==> src/rtl/rsrc_pkg.sv <==
package rsrc_pkg;

  // Which source served a request (SRC_NONE: no request, or nothing armed)
  typedef enum logic [1:0] {
    SRC_NONE  = 2'd0,
    SRC_FIFO  = 2'd1,
    SRC_FORCE = 2'd2,
    SRC_STAGE = 2'd3
  } src_e;

  // Counter slots in the statistics block
  localparam int unsigned CNT_TOTAL    = 0;
  localparam int unsigned CNT_FIFO     = 1;
  localparam int unsigned CNT_FALLBACK = 2;
  localparam int unsigned CNT_NONE     = 3;
  localparam int unsigned CNT_OVWR     = 4;
  localparam int unsigned NUM_CNT      = 5;

endpackage

==> src/rtl/rsrc_ring.sv <==
module rsrc_ring #(
  parameter int unsigned DATA_W    = 8,
  parameter int unsigned DEPTH     = 8,
  parameter bit          OVERWRITE = 1'b1,
  localparam int unsigned AW       = $clog2(DEPTH),
  localparam int unsigned LW       = AW + 1
) (
  input  logic              clk,
  input  logic              rst,
  input  logic              wr_en,
  input  logic [DATA_W-1:0] wr_data,
  input  logic              pop,
  output logic [DATA_W-1:0] head,
  output logic              empty,
  output logic              full,
  output logic [LW-1:0]     level,
  output logic              ovwr
);

  // Pointers are one bit wider than the address so full and empty differ
  logic [AW:0]       wp, rp;
  logic [DATA_W-1:0] mem [DEPTH];
  logic              accept;

  assign empty = (wp == rp);
  assign full  = (wp[AW] != rp[AW]) && (wp[AW-1:0] == rp[AW-1:0]);
  assign level = wp - rp;
  assign head  = mem[rp[AW-1:0]];

  // The full-ring policy is picked at build time
  generate
    if (OVERWRITE) begin : g_ovw
      assign accept = wr_en;
      assign ovwr   = wr_en && full && !pop;
    end else begin : g_refuse
      assign accept = wr_en && (!full || pop);
      assign ovwr   = 1'b0;


      refuse_chk: assert property (@(posedge clk) disable iff (rst)
        (wr_en && full && !pop) |=> $stable(wp) && full);
    end
  endgenerate

  // Storage without reset, one write port: maps onto a RAM
  always_ff @(posedge clk) begin
    if (accept) mem[wp[AW-1:0]] <= wr_data;
  end

  always_ff @(posedge clk) begin
    if (rst) begin
      wp <= '0;
      rp <= '0;
    end else begin
      if (accept)      wp <= wp + 1'b1;
      if (pop || ovwr) rp <= rp + 1'b1;
    end
  end


  level_bound_chk: assert property (@(posedge clk) disable iff (rst)
    level <= LW'(DEPTH));


  pop_nonempty_chk: assert property (@(posedge clk) disable iff (rst)
    pop |-> !empty);


  ovwr_keeps_full_chk: assert property (@(posedge clk) disable iff (rst)
    ovwr |=> full);

endmodule

==> src/rtl/rsrc_select.sv <==
module rsrc_select
  import rsrc_pkg::*;
#(
  parameter int unsigned        DATA_W     = 8,
  parameter logic [DATA_W-1:0]  STAGE_INIT = 8'h01
) (
  input  logic              clk,
  input  logic              rst,
  input  logic              req,
  input  logic              fifo_empty,
  input  logic [DATA_W-1:0] fifo_head,
  input  logic              force_arm,
  input  logic [DATA_W-1:0] force_data,
  input  logic              stage_load,
  input  logic [DATA_W-1:0] stage_data,
  output logic              pop,
  output src_e              src,
  output logic              rply_valid,
  output logic              rply_none,
  output logic [DATA_W-1:0] rply_data
);

  logic [DATA_W-1:0] force_q, stage_q;
  logic              force_armed, stage_armed;

  // Fixed order: ring, forced one-shot, staged fallback
  always_comb begin
    src = SRC_NONE;
    if (req) begin
      if (!fifo_empty)      src = SRC_FIFO;
      else if (force_armed) src = SRC_FORCE;
      else if (stage_armed) src = SRC_STAGE;
    end
  end

  assign pop = (src == SRC_FIFO);

  // A fresh load wins over a same-cycle consume
  always_ff @(posedge clk) begin
    if (rst) begin
      force_q     <= '0;
      force_armed <= 1'b0;
    end else if (force_arm) begin
      force_q     <= force_data;
      force_armed <= 1'b1;
    end else if (src == SRC_FORCE) begin
      force_armed <= 1'b0;
    end
  end

  // Data and arm flag change on the same edge: never torn
  always_ff @(posedge clk) begin
    if (rst) begin
      stage_q     <= STAGE_INIT;
      stage_armed <= 1'b1;
    end else if (stage_load) begin
      stage_q     <= stage_data;
      stage_armed <= 1'b1;
    end else if (src == SRC_STAGE) begin
      stage_armed <= 1'b0;
    end
  end

  always_ff @(posedge clk) begin
    if (rst) begin
      rply_valid <= 1'b0;
      rply_none  <= 1'b0;
      rply_data  <= '0;
    end else begin
      rply_valid <= (src != SRC_NONE);
      rply_none  <= req && (src == SRC_NONE);
      unique case (src)
        SRC_FIFO:  rply_data <= fifo_head;
        SRC_FORCE: rply_data <= force_q;
        SRC_STAGE: rply_data <= stage_q;
        default:   rply_data <= rply_data;
      endcase
    end
  end


  valid_none_excl_chk: assert property (@(posedge clk) disable iff (rst)
    !(rply_valid && rply_none));


  fifo_first_chk: assert property (@(posedge clk) disable iff (rst)
    (req && !fifo_empty) |=> rply_valid && (rply_data == $past(fifo_head)));


  force_clear_chk: assert property (@(posedge clk) disable iff (rst)
    (req && fifo_empty && force_armed && !force_arm) |=> !force_armed);


  stage_clear_chk: assert property (@(posedge clk) disable iff (rst)
    (req && fifo_empty && !force_armed && stage_armed && !stage_load)
      |=> !stage_armed);


  stage_load_arm_chk: assert property (@(posedge clk) disable iff (rst)
    stage_load |=> stage_armed && (stage_q == $past(stage_data)));

endmodule

==> src/rtl/rsrc_stats.sv <==
module rsrc_stats
  import rsrc_pkg::*;
#(
  parameter int unsigned CNT_W = 16
) (
  input  logic                            clk,
  input  logic                            rst,
  input  logic                            clr,
  input  logic                            req,
  input  src_e                            src,
  input  logic                            ovwr,
  output logic [NUM_CNT-1:0][CNT_W-1:0]   cnt
);

  localparam logic [CNT_W-1:0] CNT_MAX = '1;

  logic [NUM_CNT-1:0] inc;

  always_comb begin
    inc               = '0;
    inc[CNT_TOTAL]    = (src != SRC_NONE);
    inc[CNT_FIFO]     = (src == SRC_FIFO);
    inc[CNT_FALLBACK] = (src == SRC_FORCE) || (src == SRC_STAGE);
    inc[CNT_NONE]     = req && (src == SRC_NONE);
    inc[CNT_OVWR]     = ovwr;
  end

  // One saturating counter per slot
  generate
    for (genvar g = 0; g < NUM_CNT; g++) begin : g_cnt
      always_ff @(posedge clk) begin
        if (rst || clr)                      cnt[g] <= '0;
        else if (inc[g] && cnt[g] != CNT_MAX) cnt[g] <= cnt[g] + 1'b1;
      end


      sat_hold_chk: assert property (@(posedge clk) disable iff (rst)
        (cnt[g] == CNT_MAX && !clr) |=> cnt[g] == CNT_MAX);


      clr_zero_chk: assert property (@(posedge clk) disable iff (rst)
        clr |=> cnt[g] == '0);
    end
  endgenerate

endmodule

==> src/rtl/reply_source_arbiter.sv <==
module reply_source_arbiter
  import rsrc_pkg::*;
#(
  parameter int unsigned       DATA_W     = 8,
  parameter int unsigned       DEPTH      = 8,
  parameter bit                OVERWRITE  = 1'b1,
  parameter int unsigned       CNT_W      = 16,
  parameter logic [DATA_W-1:0] STAGE_INIT = 8'h01,
  localparam int unsigned      LW         = $clog2(DEPTH) + 1
) (
  input  logic              clk,
  input  logic              rst,
  input  logic              host_wr_en,
  input  logic [DATA_W-1:0] host_wr_data,
  output logic              host_full,
  input  logic              force_arm,
  input  logic [DATA_W-1:0] force_data,
  input  logic              stage_load,
  input  logic [DATA_W-1:0] stage_data,
  input  logic              eng_req,
  output logic              rply_valid,
  output logic              rply_none,
  output logic [DATA_W-1:0] rply_data,
  input  logic              stat_clr,
  output logic [CNT_W-1:0]  cnt_total,
  output logic [CNT_W-1:0]  cnt_fifo,
  output logic [CNT_W-1:0]  cnt_fallback,
  output logic [CNT_W-1:0]  cnt_none,
  output logic [CNT_W-1:0]  cnt_ovwr,
  output logic [LW-1:0]     fifo_level
);

  logic                          pop, empty, ovwr;
  logic [DATA_W-1:0]             head;
  src_e                          src;
  logic [NUM_CNT-1:0][CNT_W-1:0] cnt;

  rsrc_ring #(
    .DATA_W    (DATA_W),
    .DEPTH     (DEPTH),
    .OVERWRITE (OVERWRITE)
  ) ring_i (
    .clk     (clk),
    .rst     (rst),
    .wr_en   (host_wr_en),
    .wr_data (host_wr_data),
    .pop     (pop),
    .head    (head),
    .empty   (empty),
    .full    (host_full),
    .level   (fifo_level),
    .ovwr    (ovwr)
  );

  rsrc_select #(
    .DATA_W     (DATA_W),
    .STAGE_INIT (STAGE_INIT)
  ) sel_i (
    .clk        (clk),
    .rst        (rst),
    .req        (eng_req),
    .fifo_empty (empty),
    .fifo_head  (head),
    .force_arm  (force_arm),
    .force_data (force_data),
    .stage_load (stage_load),
    .stage_data (stage_data),
    .pop        (pop),
    .src        (src),
    .rply_valid (rply_valid),
    .rply_none  (rply_none),
    .rply_data  (rply_data)
  );

  rsrc_stats #(
    .CNT_W (CNT_W)
  ) stats_i (
    .clk  (clk),
    .rst  (rst),
    .clr  (stat_clr),
    .req  (eng_req),
    .src  (src),
    .ovwr (ovwr),
    .cnt  (cnt)
  );

  assign cnt_total    = cnt[CNT_TOTAL];
  assign cnt_fifo     = cnt[CNT_FIFO];
  assign cnt_fallback = cnt[CNT_FALLBACK];
  assign cnt_none     = cnt[CNT_NONE];
  assign cnt_ovwr     = cnt[CNT_OVWR];


  total_sum_chk: assert property (@(posedge clk) disable iff (rst)
    (rply_valid && !$past(stat_clr)) |-> cnt_total != '0);

endmodule

==> config.mk <==
export PLATFORM = sky130hd
export DESIGN_NAME = reply_source_arbiter
export DESIGN_NICKNAME = d
export VERILOG_FILES = /design/src/rtl/rsrc_pkg.sv /design/src/rtl/rsrc_ring.sv /design/src/rtl/rsrc_select.sv /design/src/rtl/rsrc_stats.sv /design/src/rtl/reply_source_arbiter.sv
export SDC_FILE = /design/constraint.sdc
export NUM_CORES = 1
export LEC_CHECK = 0
export BUFFER_PORTS_ARGS = -buffer_cell sky130_fd_sc_hd__buf_4
export CAP_MARGIN = 20
export CORE_ASPECT_RATIO = 1.1
export CORE_MARGIN = 2
export CORE_UTILIZATION = 51
export DETAILED_ROUTE_END_ITERATION = 10
export PLACE_DENSITY = 0.82
export SLEW_MARGIN = 20
export SYNTH_ARGS = -nofsm -noshare
export SYNTH_HDL_FRONTEND = slang
export SYNTH_SLANG_ARGS = --single-unit
==> constraint.sdc <==
create_clock -name clk -period 2.5 [get_ports clk]
set_clock_uncertainty 0.1 [all_clocks]
set_input_delay 0.375 -clock clk [delete_from_list [all_inputs] [get_ports clk]]
set_output_delay 0.375 -clock clk [all_outputs]
set_load 0.005 [all_outputs]
## Yosys cells after proc, flatten, opt, wreduce, memory -nomap -nowiden

Memories as Yosys holds them, arrays and structs flattened. A register that Yosys moved wholly into a read port is not among the register bits.
Index checks and enable logic that the tools add are counted.
Widths: inputs -> output; s select.

- Register bits: 116
- Latch bits: 0
- Memory bits (writable): 64
- Memory bits (read-only): 0
- Bits of input ports: 31
- Output and inout port bits: 95
- Word-level logic and storage cells: 63
- Memories kept: 1

Memory list:

| memory | words | width | read ports | clocked after Yosys merged registers in | write ports | RTL line | RTL |
|---|---|---|---|---|---|---|---|
| ring_i.mem | 8 | 8 | 1 | 1 | 1 | rsrc_ring.sv:22 | `logic [DATA_W-1:0] mem [DEPTH];` |

- Add/sub/neg operators: 8
- Multiply operators: 0
- Divide/modulo/power cells: 0
- Order comparisons: 0
- Equality and inequality tests: 11
- Shift-type cells: 0
- Mux-type cells: 11
- Bitwise logic cells: 0
- Reduce and logical (&&, ||, !) cells: 18

Operators with widths:

| kind | count |
|---|---|
| $add 16x1->16 const B | 5 |
| $ne 16x16->1 const B | 5 |
| $pmux 8 s3 | 1 |
| $logic_and 1x1->1 | 9 |
| $add 4x1->4 const B | 2 |
| $mux 2 | 4 |
| $mux 3 | 2 |
| $eq 2x2->1 const B | 2 |
| $eq 4x4->1 | 1 |
| $mux 1 | 4 |
| $reduce_bool 2->1 | 2 |
| $sub 4x4->4 | 1 |
| $eq 3x3->1 | 1 |
| $logic_or 1x1->1 | 3 |
| $reduce_bool 3->1 | 1 |
| $eq 2x1->1 const B | 1 |
| $logic_not 2->1 | 1 |
| $reduce_or 2->1 | 1 |
| $logic_not 1->1 | 1 |
| $ne 1x1->1 | 1 |

## Depth between registers and ports, before layout

Gate-level depths: netlist (run 1).

- Word-level depth: 10
- Gate-level depth with buffers: 8
- Mapped depth without buffers: 7

## Modules after synthesis

Synthesis (run 1) repeated with hierarchy kept, for this count alone.

- Cells, all modules: 800
- Area total of the unflattened synthesis: 8,414.3 um^2

By module, submodules not included:

| module | times used | cells each | area an instance (um^2) | seq. area each (um^2) |
|---|---|---|---|---|
| rsrc_stats | 1 | 498 | 4,106.4 | 1,601.5 |
| rsrc_ring | 1 | 167 | 3,088.0 | 2,142.1 |
| rsrc_select | 1 | 135 | 1,219.9 | 560.5 |

## Worst setup path after synthesis (run 1)

OpenSTA, ideal clock, no wires.

- Path type: reg-to-reg
- Start point: register ring_i.rp[1]
- End point: register stats_i.cnt[47] (netlist name)
- Setup time: 70 ps
- Arrival: 2,497 ps
- Data required time: 2,330 ps
- Path slack: -168 ps
- Cell stages (with the launch flop): 9
- Buffers on the path: 1
- Clock period less this slack: 2,668 ps
- Path through: dfxtp_1 inv_1 ha_1 nand3_1 or4_1 buf_2 a2111o_1 or4_1 a21oi_1

- Longest elaborated chain between the ends: 6
- Elaborated cells on any way between the ends: 7
- Classes of those cells: 3 x eq/ne; 2 x mux; 2 x reduce/logical

Ends and longest elaborated chain:

| element | RTL line | RTL |
|---|---|---|
| start: declaration | rsrc_ring.sv:21 | `logic [AW:0] wp, rp;` |
| start signal: assignment | rsrc_ring.sv:56 | `if (pop \|\| ovwr) rp <= rp + 1'b1;` |
| $eq 4x4->1 * | rsrc_ring.sv:25 | `assign empty = (wp == rp);` |
| $mux 2 * | rsrc_select.sv:30 | `if (!fifo_empty) src = SRC_FIFO;` |
| $mux 2 * | rsrc_select.sv:29 | `if (req) begin` |
| $eq 2x2->1 | rsrc_stats.sv:23 | `inc[CNT_FALLBACK] = (src == SRC_FORCE) \|\| (src == SRC_STAGE);` |
| $logic_or 1x1->1 * | rsrc_stats.sv:23 |  |
| $logic_and 1x1->1 * | rsrc_stats.sv:33 | `else if (inc[g] && cnt[g] != CNT_MAX) cnt[g] <= cnt[g] + 1'b1;` |
| end signal: indexed assignment | rsrc_stats.sv:32 | `if (rst \|\| clr) cnt[g] <= '0;` |
| end: declaration | rsrc_stats.sv:12 | `output logic [NUM_CNT-1:0][CNT_W-1:0] cnt` |

Mark *: on every way between the ends. The rest lies on a longest branch, timed or not.
A chain may end at the register's enable or synchronous reset.

## Worst setup path after layout (run 1)

- Start point: register ring_i.rp[2]
- End point: register stats_i.cnt[43] (netlist name)

Same word-level chain as after synthesis.

==> results.sh, run 1 <==
export IMPL_syn_avg_cell_area_sq_um=10.5
export IMPL_port_buffers=125
export IMPL_ir_drop_worst_vdd_mv=0.508
export IMPL_synth_cell_types=54
export IMPL_synth_async_sr_flop_share_pct=0
export IMPL_timing_critical_path_fanout_max=9
export IMPL_place_congestion=0.799
export IMPL_netlist_instances=754
export IMPL_floorplan_die_height_microns=135
export IMPL_filler_cell_count=1179
export IMPL_drtPass1Iterations=5
export IMPL_worst_setup_path_endpoint="stats_i.cnt[43]$_SDFFE_PP0P_"
export IMPL_finish_net_count=942
export IMPL_synth_main_ff_cell="sky130_fd_sc_hd__dfxtp_1"
export IMPL_clock_transition_at_the_register_clock_pins_on_the_worst_setup_and_hold_paths_after_cts_ps=70
export IMPL_utilization_pct=65.2
export IMPL_setup_tns_final_ps=0
export IMPL_sequential_cell_area_sq_um=4310
export IMPL_synthesis_yosys_warnings=0
export IMPL_synth_fp_nets=796
export IMPL_critical_path_slowest_cell="sky130_fd_sc_hd__or4_4"
export IMPL_htreeDepth=4
export IMPL_p_per_area_nw_per_um2=720
export IMPL_cts_sinks=183
export IMPL_cp_buffers_inverters=2
export IMPL_start_kind="flip-flop"
export IMPL_num_vias=6287
export IMPL_cp_end_kind="flip-flop"
export IMPL_finalCriticalPeriod_ps=2420
export IMPL_drive_gt1_share_pct=22.9
export IMPL_clock_insertion_delay_worst_skew_ps=430
export IMPL_number_of_synthesized_flops_with_an_enable_pin=64
export IMPL_antenna_cells=0
export IMPL_timing_reg2reg_setup_slack_ps=80
export IMPL_fp_dieArea_sq_um=16500
export IMPL_cp_top_family="simple AND/OR/NAND/NOR gates"
export IMPL_cts_max_path_buffers=2
export IMPL_timing_critical_path_depth=8
export IMPL_critical_path_class="flip-flop to flip-flop"
export IMPL_core_area_sq_um=15100
export IMPL_grt_pass1_vias=5730
export IMPL_crit_required_ps=2760
export IMPL_yosys_register_bits=183
export IMPL_total_leakage_power_nw=3.75
export IMPL_cpPeakStageDelay_ps=510
export IMPL_antenna_found_initial=0
export IMPL_crit_reg_reg_endpoint="stats_i.cnt[43]$_SDFFE_PP0P_"
export IMPL_drtAntennaViolNets=0
export IMPL_floorplan_initialDensity_pct=52.3
export IMPL_layout_area_overhead_vs_synth_pct=24.7
export IMPL_timing_worst_slew_pin_value_ps=723
export IMPL_setup_viol=0
export IMPL_route_detailed_drc=0
export IMPL_cts_tree="built"
export IMPL_std_cell_rows=47
export IMPL_outcome="complete, no violations"
export IMPL_synth_sequential_area_ratio_pct=54.5
export IMPL_wl_per_cell_microns=15.9
export IMPL_globalRouteTotalUtil_pct=21.7
export IMPL_max_slew_margin_rel_pct=51.6
export IMPL_timing_max_cap_violations=0
export IMPL_worst_ep_arrival_time_ps=2680
export IMPL_syn_area_sq_um=7900
export IMPL_timing_final_hold_violations=0
export IMPL_die_width_microns=123
export IMPL_number_of_pins_with_negative_max_slew_slack_in_the_final_report=0
export IMPL_rr_startpoint="ring_i.rp[2]$_SDFFE_PP0N_"
export IMPL_grt_first_pass_wirelength_microns=28300
export IMPL_hold_buffers=0
export IMPL_setup_worst_path_start="ring_i.rp[2]$_SDFFE_PP0N_"
export IMPL_globalRoute_totalOverflow=0
export IMPL_multi_input_area_sq_um=3490
export IMPL_clock_root_buffer="sky130_fd_sc_hd__clkbuf_16"
export IMPL_cts_made_buffers=17
export IMPL_final_min_period_over_clock_period_pct=96.8
export IMPL_maxClockFrequency_mhz=413
export IMPL_grt_start_max_net_pins=42
export IMPL_post_drt_via_cell_ratio=5.67
export IMPL_timing_critical_path_cells="inv_1 -> ha_4 -> nand3_2 -> or4_4 -> a2111o_1 -> buf_4 -> or3_1 -> a21oi_1"
export IMPL_drt_initial_drc_count=428
export IMPL_worstRegToRegCells=8
export IMPL_hp_class="input pin to flip-flop"
export IMPL_num_io_pins=126
export IMPL_dp_hpwl_microns=12500
export IMPL_wirelength_microns=17700
[power breakdown]
part           internal, W  switching (W)
registers          0.00318      0.0000957
clock network      0.00142        0.00121
logic             0.000565       0.000624
[sequential cells by signal (all words and copies together), names as in the netlist, named ones only]
name / flops
sel_i.force_armed: 1
ring_i.rp: 4
sel_i.rply_data: 8
sel_i.rply_valid: 1
ring_i.mem: 64
sel_i.force_q: 8
ring_i.wp: 4
sel_i.rply_none: 1
sel_i.stage_armed: 1
sel_i.stage_q: 8
stats_i.cnt: 80
[metal layers]
layer  vias to the layer above  GRT usage, %  routed length (microns)
met1                      3032          27.9                     7740
met5                         -             0                        0
li1                       3072             -                        -
met3                        17          5.79                      929
met2                       166          35.4                     8760
met4                         0          7.28                      245
[cell type report]
class | count | share of cell area (%)
multi-input cells | 525 | 35.4
well taps | 196 | 2.49
repair buffers | 155 | 11.8
inverters | 18 | 0.685
clock buffers | 18 | 4.35
flip-flops and latches | 183 | 43.7
clock inverters | 14 | 1.60
[metrics by stage]
step           hold WS [ps]  std cells  setup WS, ps  power [W]  area [sq um]
3_5_place_dp            385       1076          15.7    0.00451          9240
3_3_place_gp            372       1076          71.4    0.00449          9240
5_1_grt                34.9       1109         -3.30    0.00738          9860
2_1_floorplan           360        754          4.09    0.00405          7950
4_1_cts                43.0       1109          4.42    0.00713          9840
6_report               57.8       1109          80.4    0.00710          9860
[logic make-up after synthesis]
| group | synth area share [%] |
|---|---|
| xor+xnor | 5.64 |
| flops | 54.5 |
| compound gates | 11.1 |
| fa+ha+maj | 1.84 |
| simple gates | 17.8 |
| buf+inv | 2.22 |
| mux | 6.97 |
[timing repair]
item                                    CTS  global route
pin swaps                                 1             4
endpoints found under the setup margin    1             8
buffers inserted                          1             0
resized for setup                         0             5
[worst reg2reg max path, delay by kind of cell (launching register included)]
| kind | cells | cell delay [ps] |
|---|---|---|
| buf+inv | 2 | 250 |
| simple gates | 3 | 900 |
| flops | 1 | 330 |
| fa+ha+maj | 1 | 310 |
| compound gates | 2 | 470 |
[cell usage in the layout, fill, tap and decap left out, drive strengths merged, types with 9 or more instances in the layout]
master,n
and4,9
nor4,19
nor2,113
clkbuf,18
xor2,24
o21a,10
buf,155
a211oi,10
nor3,16
o21ai,13
or3,11
a21oi,28
nand3,27
dfxtp,119
nand4,18
xnor2,26
mux2i,55
ha,10
edfxtp,64
nand2,33
and3,16
inv,25
[worst min-delay path by stage]
stage | start | to | depth (start not counted)
finish | stage_data[0] | sel_i.stage_q[0]$_SDFFE_PP1P_ | 2
global route | stage_data[0] | sel_i.stage_q[0]$_SDFFE_PP1P_ | 2
floorplan | sel_i.stage_armed$_SDFFE_PP1N_ | sel_i.stage_armed$_SDFFE_PP1N_ | 1
global placement | stats_i.cnt[9]$_SDFFE_PP0P_ | stats_i.cnt[9]$_SDFFE_PP0P_ | 2
detailed placement | sel_i.stage_q[5]$_SDFFE_PP0P_ | sel_i.stage_q[5]$_SDFFE_PP0P_ | 2
CTS | stage_data[0] | sel_i.stage_q[0]$_SDFFE_PP1P_ | 2
[synth_stat cells, drive strengths merged, types with 10 or more instances]
| cell type | number | area, sq um |
|---|---|---|
| inv | 18 | 67.6 |
| mux2i | 55 | 551 |
| ha | 10 | 125 |
| nand4 | 18 | 113 |
| o21a | 10 | 75.1 |
| a21oi | 28 | 140 |
| nor3 | 16 | 80.1 |
| nand2 | 33 | 124 |
| clkbuf | 19 | 71.3 |
| or3 | 11 | 68.8 |
| nand3 | 27 | 135 |
| and3 | 16 | 100 |
| o21ai | 13 | 65.1 |
| xnor2 | 26 | 235 |
| edfxtp | 64 | 1920 |
| xor2 | 24 | 210 |
| nor4 | 19 | 119 |
| dfxtp | 119 | 2380 |
| nor2 | 113 | 424 |
| a211oi | 10 | 75.1 |
Power figures use the tool's default switching activity.
==> run 2, diff against run 1 <==
--- a/config.mk
+++ b/config.mk
@@ -12,6 +12,7 @@
 export CORE_UTILIZATION = 51
 export DETAILED_ROUTE_END_ITERATION = 10
 export PLACE_DENSITY = 0.82
+export REMOVE_ABC_BUFFERS = 1
 export SLEW_MARGIN = 20
 export SYNTH_ARGS = -nofsm -noshare
 export SYNTH_HDL_FRONTEND = slang
==> run 2 against run 1 <==
  * Power is 1.8% lower
  * Combinational power rose by 4%
  * Critical endpoint is now stats_i.cnt[47]$_SDFFE_PP0P_
  * Die area unchanged
  * Largest cell class unchanged
  * The run now ends with setup timing left
  * Utilization increased by 0.35 points
  * Count of clock-buffer cells in the layout unchanged
  * Clock power fell by 6%
  * Sequential power hardly changed
  * Final area grew 0.53%
  * Register-to-register slack got worse by 80 ps
==> results.sh, run 2 (synthesis gave the netlist of run 1 again) <==
export IMPL_timing_max_cap_violations=0
export IMPL_hold_buffers=0
export IMPL_core_area_sq_um=15100
export IMPL_num_vias=6263
export IMPL_commonest_non_fill_non_tap_cells_in_the_layout="sky130_fd_sc_hd__buf_4 (163), sky130_fd_sc_hd__dfxtp_1 (116), sky130_fd_sc_hd__nor2_1 (113)"
export IMPL_fp_dieArea_sq_um=16500
export IMPL_setup_worst_path_start="ring_i.rp[2]$_SDFFE_PP0N_"
export IMPL_clock_transition_at_the_register_clock_pins_on_the_worst_setup_and_hold_paths_after_cts_ps=70
export IMPL_total_leakage_power_nw=3.76
export IMPL_std_cell_rows=47
export IMPL_max_slew_margin_rel_pct=43.0
export IMPL_worstRegToRegCells=7
export IMPL_cts_max_path_buffers=2
export IMPL_finalCriticalPeriod_ps=2500
export IMPL_crit_reg_reg_endpoint="stats_i.cnt[47]$_SDFFE_PP0P_"
export IMPL_rr_startpoint="ring_i.rp[2]$_SDFFE_PP0N_"
export IMPL_layout_area_overhead_vs_synth_pct=25.4
export IMPL_globalRoute_totalOverflow=0
export IMPL_grt_start_max_net_pins=41
export IMPL_antenna_cells=0
export IMPL_cts_made_buffers=17
export IMPL_mostFrequentLayoutCell="sky130_fd_sc_hd__buf_4"
export IMPL_setup_viol=1
export IMPL_grt_setup_unrepaired="yes"
export IMPL_drtAntennaViolNets=0
export IMPL_dp_hpwl_microns=12500
export IMPL_final_min_period_over_clock_period_pct=100
export IMPL_place_congestion=0.812
export IMPL_antenna_found_initial=0
export IMPL_largest_register_ffs=80
export IMPL_wl_per_cell_microns=16.0
export IMPL_floorplan_die_height_microns=135
export IMPL_grt_pass1_vias=5849
export IMPL_timing_critical_path_fanout_max=5
export IMPL_total_power_w=0.00698
export IMPL_wirelength_microns=17900
export IMPL_hold_path_cell_count=2
export IMPL_post_drt_via_cell_ratio=5.60
export IMPL_cts_sinks=183
export IMPL_clock_root_buffer="sky130_fd_sc_hd__clkbuf_16"
export IMPL_floorplan_initialDensity_pct=52.3
export IMPL_utilization_pct=65.6
export IMPL_hp_class="input pin to flip-flop"
export IMPL_drtPass1Iterations=5
export IMPL_setup_tns_final_ps=-4.26
export IMPL_cp_end_kind="flip-flop"
export IMPL_timing_reg2reg_setup_slack_ps=-4
export IMPL_worst_ep_arrival_time_ps=2760
export IMPL_final_setup_worst_slack_ps=-4.26
export IMPL_worst_setup_path_endpoint="stats_i.cnt[47]$_SDFFE_PP0P_"
export IMPL_finish_net_count=952
export IMPL_num_io_pins=126
export IMPL_clock_insertion_delay_worst_skew_ps=430
export IMPL_p_per_area_nw_per_um2=704
export IMPL_drt_initial_drc_count=525
export IMPL_critical_path_class="flip-flop to flip-flop"
export IMPL_route_detailed_drc=0
export IMPL_ir_drop_worst_vdd_mv=0.518
export IMPL_place_inst=1085
export IMPL_die_width_microns=123
export IMPL_crit_required_ps=2750
export IMPL_final_cells=1119
export IMPL_timing_final_hold_violations=0
export IMPL_htreeDepth=4
export IMPL_largest_register="stats_i.cnt"
export IMPL_globalRouteTotalUtil_pct=21.9
export IMPL_start_kind="flip-flop"
export IMPL_grt_first_pass_wirelength_microns=28600
export IMPL_maxClockFrequency_mhz=399
export IMPL_drive_gt1_share_pct=24.2
export IMPL_timing_worst_slew_pin_value_ps=855
export IMPL_cts_tree="built"
export IMPL_failed_checks="setup timing"
export IMPL_port_buffers=125
export IMPL_number_of_pins_with_negative_max_slew_slack_in_the_final_report=0
export IMPL_outcome="complete, but fails checks"
==> run 2: cell types whose count changed in the layout (fill, tap and decap cells not counted), sizes merged <==
cell,delta
buf,+10
bufinv,-1
clkinv,-2
clkinvlp,+3
==> run 2: what timing repair did <==
item / in CTS / in global routing
cloned: 0 / 0
gates resized for setup: 1 / 16
buffers inserted: 1 / 1
endpoints found under the setup margin: 2 / 15
pin swaps: 1 / 5
==> run 2: metrics by stage <==
stage | hold slack [ps] | cell area [sq um] | setup WS, ps
after floorplan | 344 | 7800 | -210
after global placement | 374 | 9280 | -12.4
after detailed placement | 385 | 9280 | -60.8
after CTS | 44.0 | 9830 | 27.7
after global routing | 41.7 | 9910 | -41.0
final | 57.5 | 9910 | -4.26
==> run 2: critical path, stage by stage (launching register included) <==
cell                       delay (ps)
sky130_fd_sc_hd__dfxtp_2          340
sky130_fd_sc_hd__inv_2             50
sky130_fd_sc_hd__ha_4             260
sky130_fd_sc_hd__nand3_2           90
sky130_fd_sc_hd__or4_4            510
sky130_fd_sc_hd__a2111o_1         440
sky130_fd_sc_hd__or4_4            510
sky130_fd_sc_hd__a21oi_2          130
==> run 2: layer usage <==
metal	share of wire (%)	GRT usage [%]	vias up
li1	-	-	3104
met5	0	0	-
met2	49	36.8	173
met1	45	28.2	2961
met3	4.7	4.35	25
met4	1.7	6.96	0
==> run 2: worst min-delay path by stage <==
| stage | slack [ps] | startpoint | end |
|---|---|---|---|
| floorplan | 340 | rst | ring_i.wp[0]$_SDFFE_PP0P_ |
| global placement | 370 | sel_i.force_q[7]$_SDFFE_PP0P_ | sel_i.force_q[7]$_SDFFE_PP0P_ |
| detailed placement | 390 | sel_i.force_q[2]$_SDFFE_PP0P_ | sel_i.force_q[2]$_SDFFE_PP0P_ |
| CTS | 40 | stage_data[0] | sel_i.stage_q[0]$_SDFFE_PP1P_ |
| global route | 40 | stage_data[0] | sel_i.stage_q[0]$_SDFFE_PP1P_ |
| finish | 60 | stage_data[0] | sel_i.stage_q[0]$_SDFFE_PP1P_ |
==> run 2: power breakdown <==
part	internal, W	leakage (nW)	switching (W)
logic	0.000571	1.95	0.000666
registers	0.00319	1.55	0.0000728
clock network	0.00130	0.260	0.00118
==> run 2: cell type report <==
class,count,area [sq um]
Tap cell,196,245
Sequential cell,183,4310
Clock buffer,18,429
Inverter,18,67.6
Clock inverter,14,115
Multi-Input combinational cell,525,3490
Fill cell,1144,5200
Timing Repair Buffer,165,1250
